===== src/rtl/pev_pkg.sv =====
package pev_pkg;

    localparam int SEL_W = 4;

    typedef enum logic [SEL_W-1:0] {
        SEL_PINS  = 4'd0,
        SEL_STATE = 4'd1,
        SEL_IEN   = 4'd2,
        SEL_FORCE = 4'd3,
        SEL_RISE  = 4'd4,
        SEL_FALL  = 4'd5,
        SEL_HIGH  = 4'd6,
        SEL_LOW   = 4'd7,
        SEL_FILT  = 4'd8
    } reg_sel_e;

    function automatic logic hits(input logic en, input logic [SEL_W-1:0] sel,
                                  input reg_sel_e tgt);
        return en && (sel == tgt);
    endfunction

endpackage


===== src/rtl/pev_sync.sv =====
module pev_sync #(
    parameter int W      = 32,
    parameter int STAGES = 2
) (
    input  logic         clk,
    input  logic         rst,
    input  logic [W-1:0] raw_i,
    output logic [W-1:0] sync_o
);
    for (genvar k = 0; k < STAGES; k++) begin : g_stg
        logic [W-1:0] q;
        logic [W-1:0] d;
        if (k == 0) begin : g_first
            assign d = raw_i;
        end else begin : g_next
            assign d = g_stg[k-1].q;
        end
        always_ff @(posedge clk) begin
            if (rst) q <= '0;
            else     q <= d;
        end
    end

    assign sync_o = g_stg[STAGES-1].q;
endmodule


===== src/rtl/pev_filter.sv =====
module pev_filter #(
    parameter int W      = 32,
    parameter int STABLE = 16
) (
    input  logic         clk,
    input  logic         rst,
    input  logic [W-1:0] sync_i,
    input  logic [W-1:0] en_i,
    output logic [W-1:0] val_o
);
    localparam int CW = $clog2(STABLE + 1);

    for (genvar i = 0; i < W; i++) begin : g_pin
        logic          last_q;
        logic          held_q;
        logic [CW-1:0] run_q;
        logic [CW-1:0] run_d;

        always_comb begin
            if (sync_i[i] != last_q)          run_d = CW'(1);
            else if (run_q >= CW'(STABLE))    run_d = CW'(STABLE);
            else                              run_d = run_q + CW'(1);
        end

        always_ff @(posedge clk) begin
            if (rst) begin
                last_q <= 1'b0;
                held_q <= 1'b0;
                run_q  <= '0;
            end else begin
                last_q <= sync_i[i];
                run_q  <= run_d;
                if (run_d >= CW'(STABLE)) held_q <= sync_i[i];
            end
        end

        assign val_o[i] = en_i[i] ? held_q : sync_i[i];
    end
endmodule


===== src/rtl/pev_detect.sv =====
module pev_detect #(
    parameter int W = 32
) (
    input  logic         clk,
    input  logic         rst,
    input  logic [W-1:0] val_i,
    input  logic [W-1:0] rise_en_i,
    input  logic [W-1:0] fall_en_i,
    input  logic [W-1:0] high_en_i,
    input  logic [W-1:0] low_en_i,
    input  logic [W-1:0] clr_i,
    input  logic [W-1:0] frc_i,
    output logic [W-1:0] val_q_o,
    output logic [W-1:0] state_o
);
    logic [W-1:0] prev_q;
    logic [W-1:0] state_q;
    logic [W-1:0] ev;

    assign ev = (val_i & ~prev_q & rise_en_i)
              | (~val_i & prev_q & fall_en_i)
              | (val_i & high_en_i)
              | (~val_i & low_en_i);

    always_ff @(posedge clk) begin
        if (rst) begin
            prev_q  <= '0;
            state_q <= '0;
        end else begin
            prev_q  <= val_i;
            state_q <= (state_q & ~clr_i) | ev | frc_i;
        end
    end

    assign val_q_o = prev_q;
    assign state_o = state_q;
endmodule


===== src/rtl/pev_top.sv =====
module pev_top
    import pev_pkg::*;
#(
    parameter int NPINS         = 32,
    parameter int STABLE_CYCLES = 16,
    parameter int SYNC_STAGES   = 2
) (
    input  logic             clk,
    input  logic             rst,
    input  logic [NPINS-1:0] pins_i,
    input  logic             wr_en,
    input  logic [SEL_W-1:0] wr_sel,
    input  logic [NPINS-1:0] wr_data,
    input  logic [SEL_W-1:0] rd_sel,
    output logic [NPINS-1:0] rd_data,
    output logic [NPINS-1:0] irq_o
);
    typedef struct packed {
        logic [NPINS-1:0] rise;
        logic [NPINS-1:0] fall;
        logic [NPINS-1:0] high;
        logic [NPINS-1:0] low;
    } trig_cfg_t;

    trig_cfg_t        trig_q;
    logic [NPINS-1:0] ien_q;
    logic [NPINS-1:0] filt_en_q;
    logic [NPINS-1:0] synced;
    logic [NPINS-1:0] val;
    logic [NPINS-1:0] val_q;
    logic [NPINS-1:0] state_q;
    logic [NPINS-1:0] clr;
    logic [NPINS-1:0] frc;

    always_ff @(posedge clk) begin
        if (rst) begin
            trig_q    <= '0;
            ien_q     <= '0;
            filt_en_q <= '0;
        end else if (wr_en) begin
            case (reg_sel_e'(wr_sel))
                SEL_IEN:  ien_q       <= wr_data;
                SEL_RISE: trig_q.rise <= wr_data;
                SEL_FALL: trig_q.fall <= wr_data;
                SEL_HIGH: trig_q.high <= wr_data;
                SEL_LOW:  trig_q.low  <= wr_data;
                SEL_FILT: filt_en_q   <= wr_data;
                default: ;
            endcase
        end
    end

    assign clr = hits(wr_en, wr_sel, SEL_STATE) ? wr_data : '0;
    assign frc = hits(wr_en, wr_sel, SEL_FORCE) ? wr_data : '0;

    pev_sync #(.W(NPINS), .STAGES(SYNC_STAGES)) u_sync (
        .clk    (clk),
        .rst    (rst),
        .raw_i  (pins_i),
        .sync_o (synced)
    );

    pev_filter #(.W(NPINS), .STABLE(STABLE_CYCLES)) u_filt (
        .clk    (clk),
        .rst    (rst),
        .sync_i (synced),
        .en_i   (filt_en_q),
        .val_o  (val)
    );

    pev_detect #(.W(NPINS)) u_det (
        .clk       (clk),
        .rst       (rst),
        .val_i     (val),
        .rise_en_i (trig_q.rise),
        .fall_en_i (trig_q.fall),
        .high_en_i (trig_q.high),
        .low_en_i  (trig_q.low),
        .clr_i     (clr),
        .frc_i     (frc),
        .val_q_o   (val_q),
        .state_o   (state_q)
    );

    always_comb begin
        case (reg_sel_e'(rd_sel))
            SEL_PINS:  rd_data = val;
            SEL_STATE: rd_data = state_q;
            SEL_IEN:   rd_data = ien_q;
            SEL_RISE:  rd_data = trig_q.rise;
            SEL_FALL:  rd_data = trig_q.fall;
            SEL_HIGH:  rd_data = trig_q.high;
            SEL_LOW:   rd_data = trig_q.low;
            SEL_FILT:  rd_data = filt_en_q;
            default:   rd_data = '0;
        endcase
    end

    assign irq_o = state_q & ien_q;
endmodule


===== config.mk =====
export PLATFORM = sky130hd
export DESIGN_NAME = pev_top
export DESIGN_NICKNAME = d
export VERILOG_FILES = /design/src/rtl/pev_pkg.sv /design/src/rtl/pev_sync.sv /design/src/rtl/pev_filter.sv /design/src/rtl/pev_detect.sv /design/src/rtl/pev_top.sv
export SDC_FILE = /design/constraint.sdc
export NUM_CORES = 1
export LEC_CHECK = 0
export ABC_AREA = 1
export CAP_MARGIN = 20
export CORE_ASPECT_RATIO = 1.4
export CORE_MARGIN = 10
export CORE_UTILIZATION = 30
export DETAILED_ROUTE_END_ITERATION = 8
export DONT_BUFFER_PORTS = 1
export PLACE_DENSITY = 0.42
export SKIP_LAST_GASP = 1
export SYNTH_ARGS = -nofsm -noshare
export SYNTH_HDL_FRONTEND = slang
export SYNTH_HIERARCHICAL = 1
export SYNTH_SLANG_ARGS = --single-unit

===== constraint.sdc =====
create_clock -name clk -period 3.3 [get_ports clk]
set_input_delay 0.99 -clock clk [delete_from_list [all_inputs] [get_ports clk]]
set_output_delay 0.99 -clock clk [all_outputs]
set_load 0.02 [all_outputs]

# Word level (Yosys, flattened, before mapping)
# Cells that the tools add are included.
[word_totals]
register_bits = 544
inputBits = 75
wordCells = 373
[classes]
n_addsub = 32
n_lt_le_gt_ge = 64
n_eq_ne = 47
muxes = 99
bitwise = 16
n_reduce_logical = 9
[op_table]
columns = ["cell", "n"]
rows = [
  ["$ge 5x5->1 const B", 64],
  ["$mux 5", 64],
  ["$and 32x32->32", 8],
  ["$pmux 32 s8", 1],
  ["$add 5x1->5 const B", 32],
  ["$or 32x32->32", 5],
  ["$not 32->32", 3],
  ["$mux 32", 2],
  ["$eq 4x3->1 const B", 8],
  ["$mux 1", 32],
  ["$ne 1x1->1", 32],
  ["$eq 4x2->1 const B", 3],
  ["$reduce_and 2->1", 6],
  ["$eq 4x1->1 const B", 2],
  ["$eq 4x4->1 const B", 2],
  ["$logic_not 4->1", 1],
  ["$logic_and 1x1->1", 2],
]

# Longest topological paths before layout
[logic_depth]
word_depth = 9
depth_mapped = 8

# By module
# The synthesis kept the hierarchy.
[modules_own_cells]
columns = ["mod", "n_inst", "cells_per_inst", "area_each_um2", "seq_area_each_um2"]
rows = [
  ["pev_top", 1, 1765, 10570.1, 3843.7],
  ["pev_filter", 1, 1206, 9471.6, 4484.3],
  ["pev_detect", 1, 487, 3111.7, 1281.2],
  ["pev_sync", 1, 199, 1840.5, 1281.2],
]

# Least setup slack after synthesis
# OpenSTA, ideal clock, no wires.
[synth_timing]
kind = "in2out"
startpoint = "in rd_sel[3]"
endpoint = "out rd_data[23]"
arrival_ns = 1.953
required_time_ns = 2.310
path_slack_ns = 0.357
stages = 7
path_cell_list = "nor2_1 > buf_2 > buf_2 > nand3_1 > nand2_1 > nor2_1 > nand2_1"
[synth_between]
elab_chain_cells = 2
[synth_rtl]
columns = ["item", "line", "text"]
rows = [
  ["from (decl)", "pev_top.sv:14", "input logic [SEL_W-1:0] rd_sel,"],
  ["$eq 4x4->1 (tied with other cells)", "pev_top.sv:86", "case (reg_sel_e'(rd_sel))"],
  ["$pmux 32 s8 (*)", "pev_top.sv:86", ""],
  ["to (decl)", "pev_top.sv:15", "output logic [NPINS-1:0] rd_data,"],
]
# Every way passes the cells marked *; elsewhere a longest branch is shown, timed or not.

# Final worst setup path
[layout_timing]
startpoint = "reg u_sync.g_stg[1].q[20], in the netlist u_sync/sync_o[20]"
endpoint = "out rd_data[20]"
[layout_between]
elab_chain_cells = 2
[layout_rtl]
columns = ["item", "line", "text"]
rows = [
  ["from (decl)", "pev_sync.sv:11", "logic [W-1:0] q;"],
  ["from (signal assigned)", "pev_sync.sv:19", "if (rst) q <= '0;"],
  ["from (signal assigned)", "pev_sync.sv:20", "else q <= d;"],
  ["$mux 1", "pev_filter.sv:37", "assign val_o[i] = en_i[i] ? held_q : sync_i[i];"],
  ["net val[20]", "pev_top.sv:29", "logic [NPINS-1:0] val;"],
  ["$pmux 32 s8", "pev_top.sv:86", ""],
]
# The timed path passes the listed nets, and every way through them passes these cells.

==> results.ini <==
[clocking]
clk_pin_slew_ns=0.06
clkLatencyLatePin_ns=0.65
h-tree-depth=2
cts_root_buf=clkbuf_16
postCtsSetupBuffers=0
numCtsBuffers=60
cts_buffer_depth=3
cts_tree=yes
clock-sinks=544

[critical_path]
cp-end-kind=primary output
ff2ff_path_depth=7
crit_path_start_kind=register
cp_max_fo=3
critical_path_arrival_ns=2.09
timing.critical_path.required_ns=2.31
critPathKind=register to primary output

[yosys]
synth_top_area_share_pct=43.6
ys_warn_count=6
synth.distinct_cells=26
synth_area_leaders=dfxtp_1 (44%), nand2_1 (14%), nor2_1 (12%)
ys_seq_elements=544
avgSynthCellArea_um2=6.83
seq_area_frac_synth_pct=43.6
synthCells=3657
synth_area_um2=25000
synth_mux_area_share_pct=0
syn_nets=3796
synthAdderAreaFrac_pct=3.20
synth_top_family_by_area=simple AND/OR/NAND/NOR gates
synthSimpleGateAreaFrac_pct=36.8
synth-compound-area-share_pct=3.68
synth_xor_area_share_pct=2.21
synth.largest_area_cell=dfxtp_1

[global_route]
grt_pass1_wl_um=124000
gr-usage-all-layers_pct=16.2
grt_max_degree=253
antenna_found_initial=2
grt-ovfl-total=0
grt_pass1_vias=21300

[layout]
fin_util_pct=34.0
antenna_cells=0
drive_gt1_share_pct=6.06
nNetsFinal=3755
syn_to_final_growth_pct=12.9
fillerInstances=9111

[sta]
maxSlewViolCount=0
finalCritPeriodShare_pct=93.4
fin_skew_ns=0.0169
worst_pin_slew_ns=1.03
setup_viol=0
finalHoldViolCount=0
fmax_mhz=325
rsz0062_at_grt=false
fin_crit_ns=3.08
tns_ns=0
relSlewSlack_pct=31.6

[place]
place_hpwl_um=49100
port_buffers=0
gp_congestion=0.758

[routing]
drc=0
vias_per_cell=4.54
ant_nets=0
wl_per_cell_um=16.7
dr.pass1.iters=5
num_vias=21500
totalWireLength_um=79000
drtIter0Drc=1140

[floorplan]
dieArea_um2=95400
fp.coreArea_um2=82900
die_y_um=362
io-pin-count=139
initial_core_util_pct=30.2
num_rows=125
die_x_um=264

[power_and_ir_drop]
power_density_nw_per_um2=539
leakage_uw=0.0128
ir_drop_mv=0.457

[hold_path]
min_path_cells=2
hold_path_class=register to register

[flow_run]
maxCapViolCount=0

[status]
status=finished, final reports clean

==> Yosys cell counts <==
library cell	n
xnor2_1	32
ha_1	64
nor2_1	831
buf_2	45
nand3_2	17
nor3_1	1
buf_1	19
dfxtp_1	544
nor2_4	1
buf_8	1
a21oi_2	28
nand3_1	367
nand4_1	66
clkbuf_1	52
nand3_4	1
inv_1	430
buf_4	3
inv_2	4
buf_12	1
o21ai_0	32
nor2_2	8
nand2_1	932
nor2_8	4
buf_6	40
a21oi_1	103
xor2_1	31
==> worst max-delay path, stage by stage, from the launching register on <==
cell and delay, ns:
dfxtp_1 0.41, inv_1 0.09, o21ai_0 0.43, nand3_1 0.15, nand2_1 0.09, nor2_1 0.04
nand2_1 0.23
==> cells by family (layout without fill, tap and decap cells) <==
family,after synthesis,in the layout
AO/OA/AOI/OAI,163,163
flip-flops,544,544
adder cells (fa/ha/maj),64,64
XOR/XNOR,63,63
AND/OR/NAND/NOR,2228,2228
buffers and inverters,595,603
==> final timing paths <==
| kind | from | endpoint | slack (ns) |
|---|---|---|---|
| worst min-delay path | u_sync/g_stg[0].q[7] | u_sync/sync_o[7] | 0.40 |
| worst max-delay path | u_sync/sync_o[20] | rd_data[20] | 0.22 |
| worst max register to register | u_sync/sync_o[17] | u_det/state_o[17] | 1.74 |
| worst min register to register | u_sync/g_stg[0].q[7] | u_sync/sync_o[7] | 0.40 |
==> final cells by class <==
| class | instances | area, um2 | area share, % |
|---|---|---|---|
| Inverter | 434 | 1630 | 5.79 |
| Tap cell | 1079 | 1350 | 4.79 |
| Timing Repair Buffer | 58 | 736 | 2.61 |
| Clock buffer | 88 | 1740 | 6.16 |
| Clock inverter | 23 | 327 | 1.16 |
| Multi-Input combinational cell | 2518 | 11500 | 40.9 |
| Sequential cell | 544 | 10900 | 38.6 |
==> registers in the layout (all words and copies together) (netlist names) <==
name / flops
filt_en_q: 32
ien_q: 32
trig_q: 128
u_det/state_o: 32
u_det/val_q_o: 32
u_filt/g_pin.held_q: 32
u_filt/g_pin.last_q: 32
u_filt/g_pin.run_q: 160
u_sync/g_stg.q: 32
u_sync/sync_o: 32
==> routing by layer <==
metal / routed length [um] / share of wire (%) / vias to the layer above / GRT usage (%)
met5: 21 / 0.027 / - / 0
met3: 3350 / 4.2 / 100 / 2.88
li1: - / - / 11100 / -
met2: 37200 / 47 / 306 / 27.7
met1: 36800 / 47 / 10000 / 20.7
met4: 1690 / 2.1 / 4 / 4.31
==> metrics by stage <==
step           instances  setup slack [ns]  cell area, um2  hold WS, ns  total power [uW]
2_1_floorplan       3657             0.357           25000        0.388              7940
3_3_place_gp        4633             0.253           26100        0.397              8250
3_5_place_dp        4633             0.240           26100        0.400              8250
4_1_cts             4744            0.0500           28200        0.377             15500
5_1_grt             4744            0.0206           28200        0.388             15900
6_report            4744             0.219           28200        0.401             15200
==> placed cells by master (no fill, tap or decap), drive strengths merged <==
cell,netlist,routed
nand3,385,385
xor2,31,31
a21oi,131,131
buf,109,58
nor2,844,844
dfxtp,544,544
xnor2,32,32
nand2,932,932
nor3,1,1
ha,64,64
bufinv,0,7
o21ai,32,32
clkinv,0,14
nand4,66,66
clkinvlp,0,1
inv,434,435
clkbuf,52,88
==> where the power goes <==
part | internal [uW] | switching (uW) | leakage [uW]
registers | 6810 | 178 | 0.00443
clock network | 4190 | 2930 | 0.00102
logic | 362 | 748 | 0.00732
total | 11400 | 3850 | 0.0128
==> timing repair <==
| item | 4_1_cts | 5_1_grt |
|---|---|---|
| hold buffers | 0 | 0 |
| hold endpoints to repair | 0 | 0 |
| gates resized for setup | 0 | 1 |
| endpoints found under the setup margin | 0 | 1 |
Note: power is estimated with default switching activity, not from simulation.
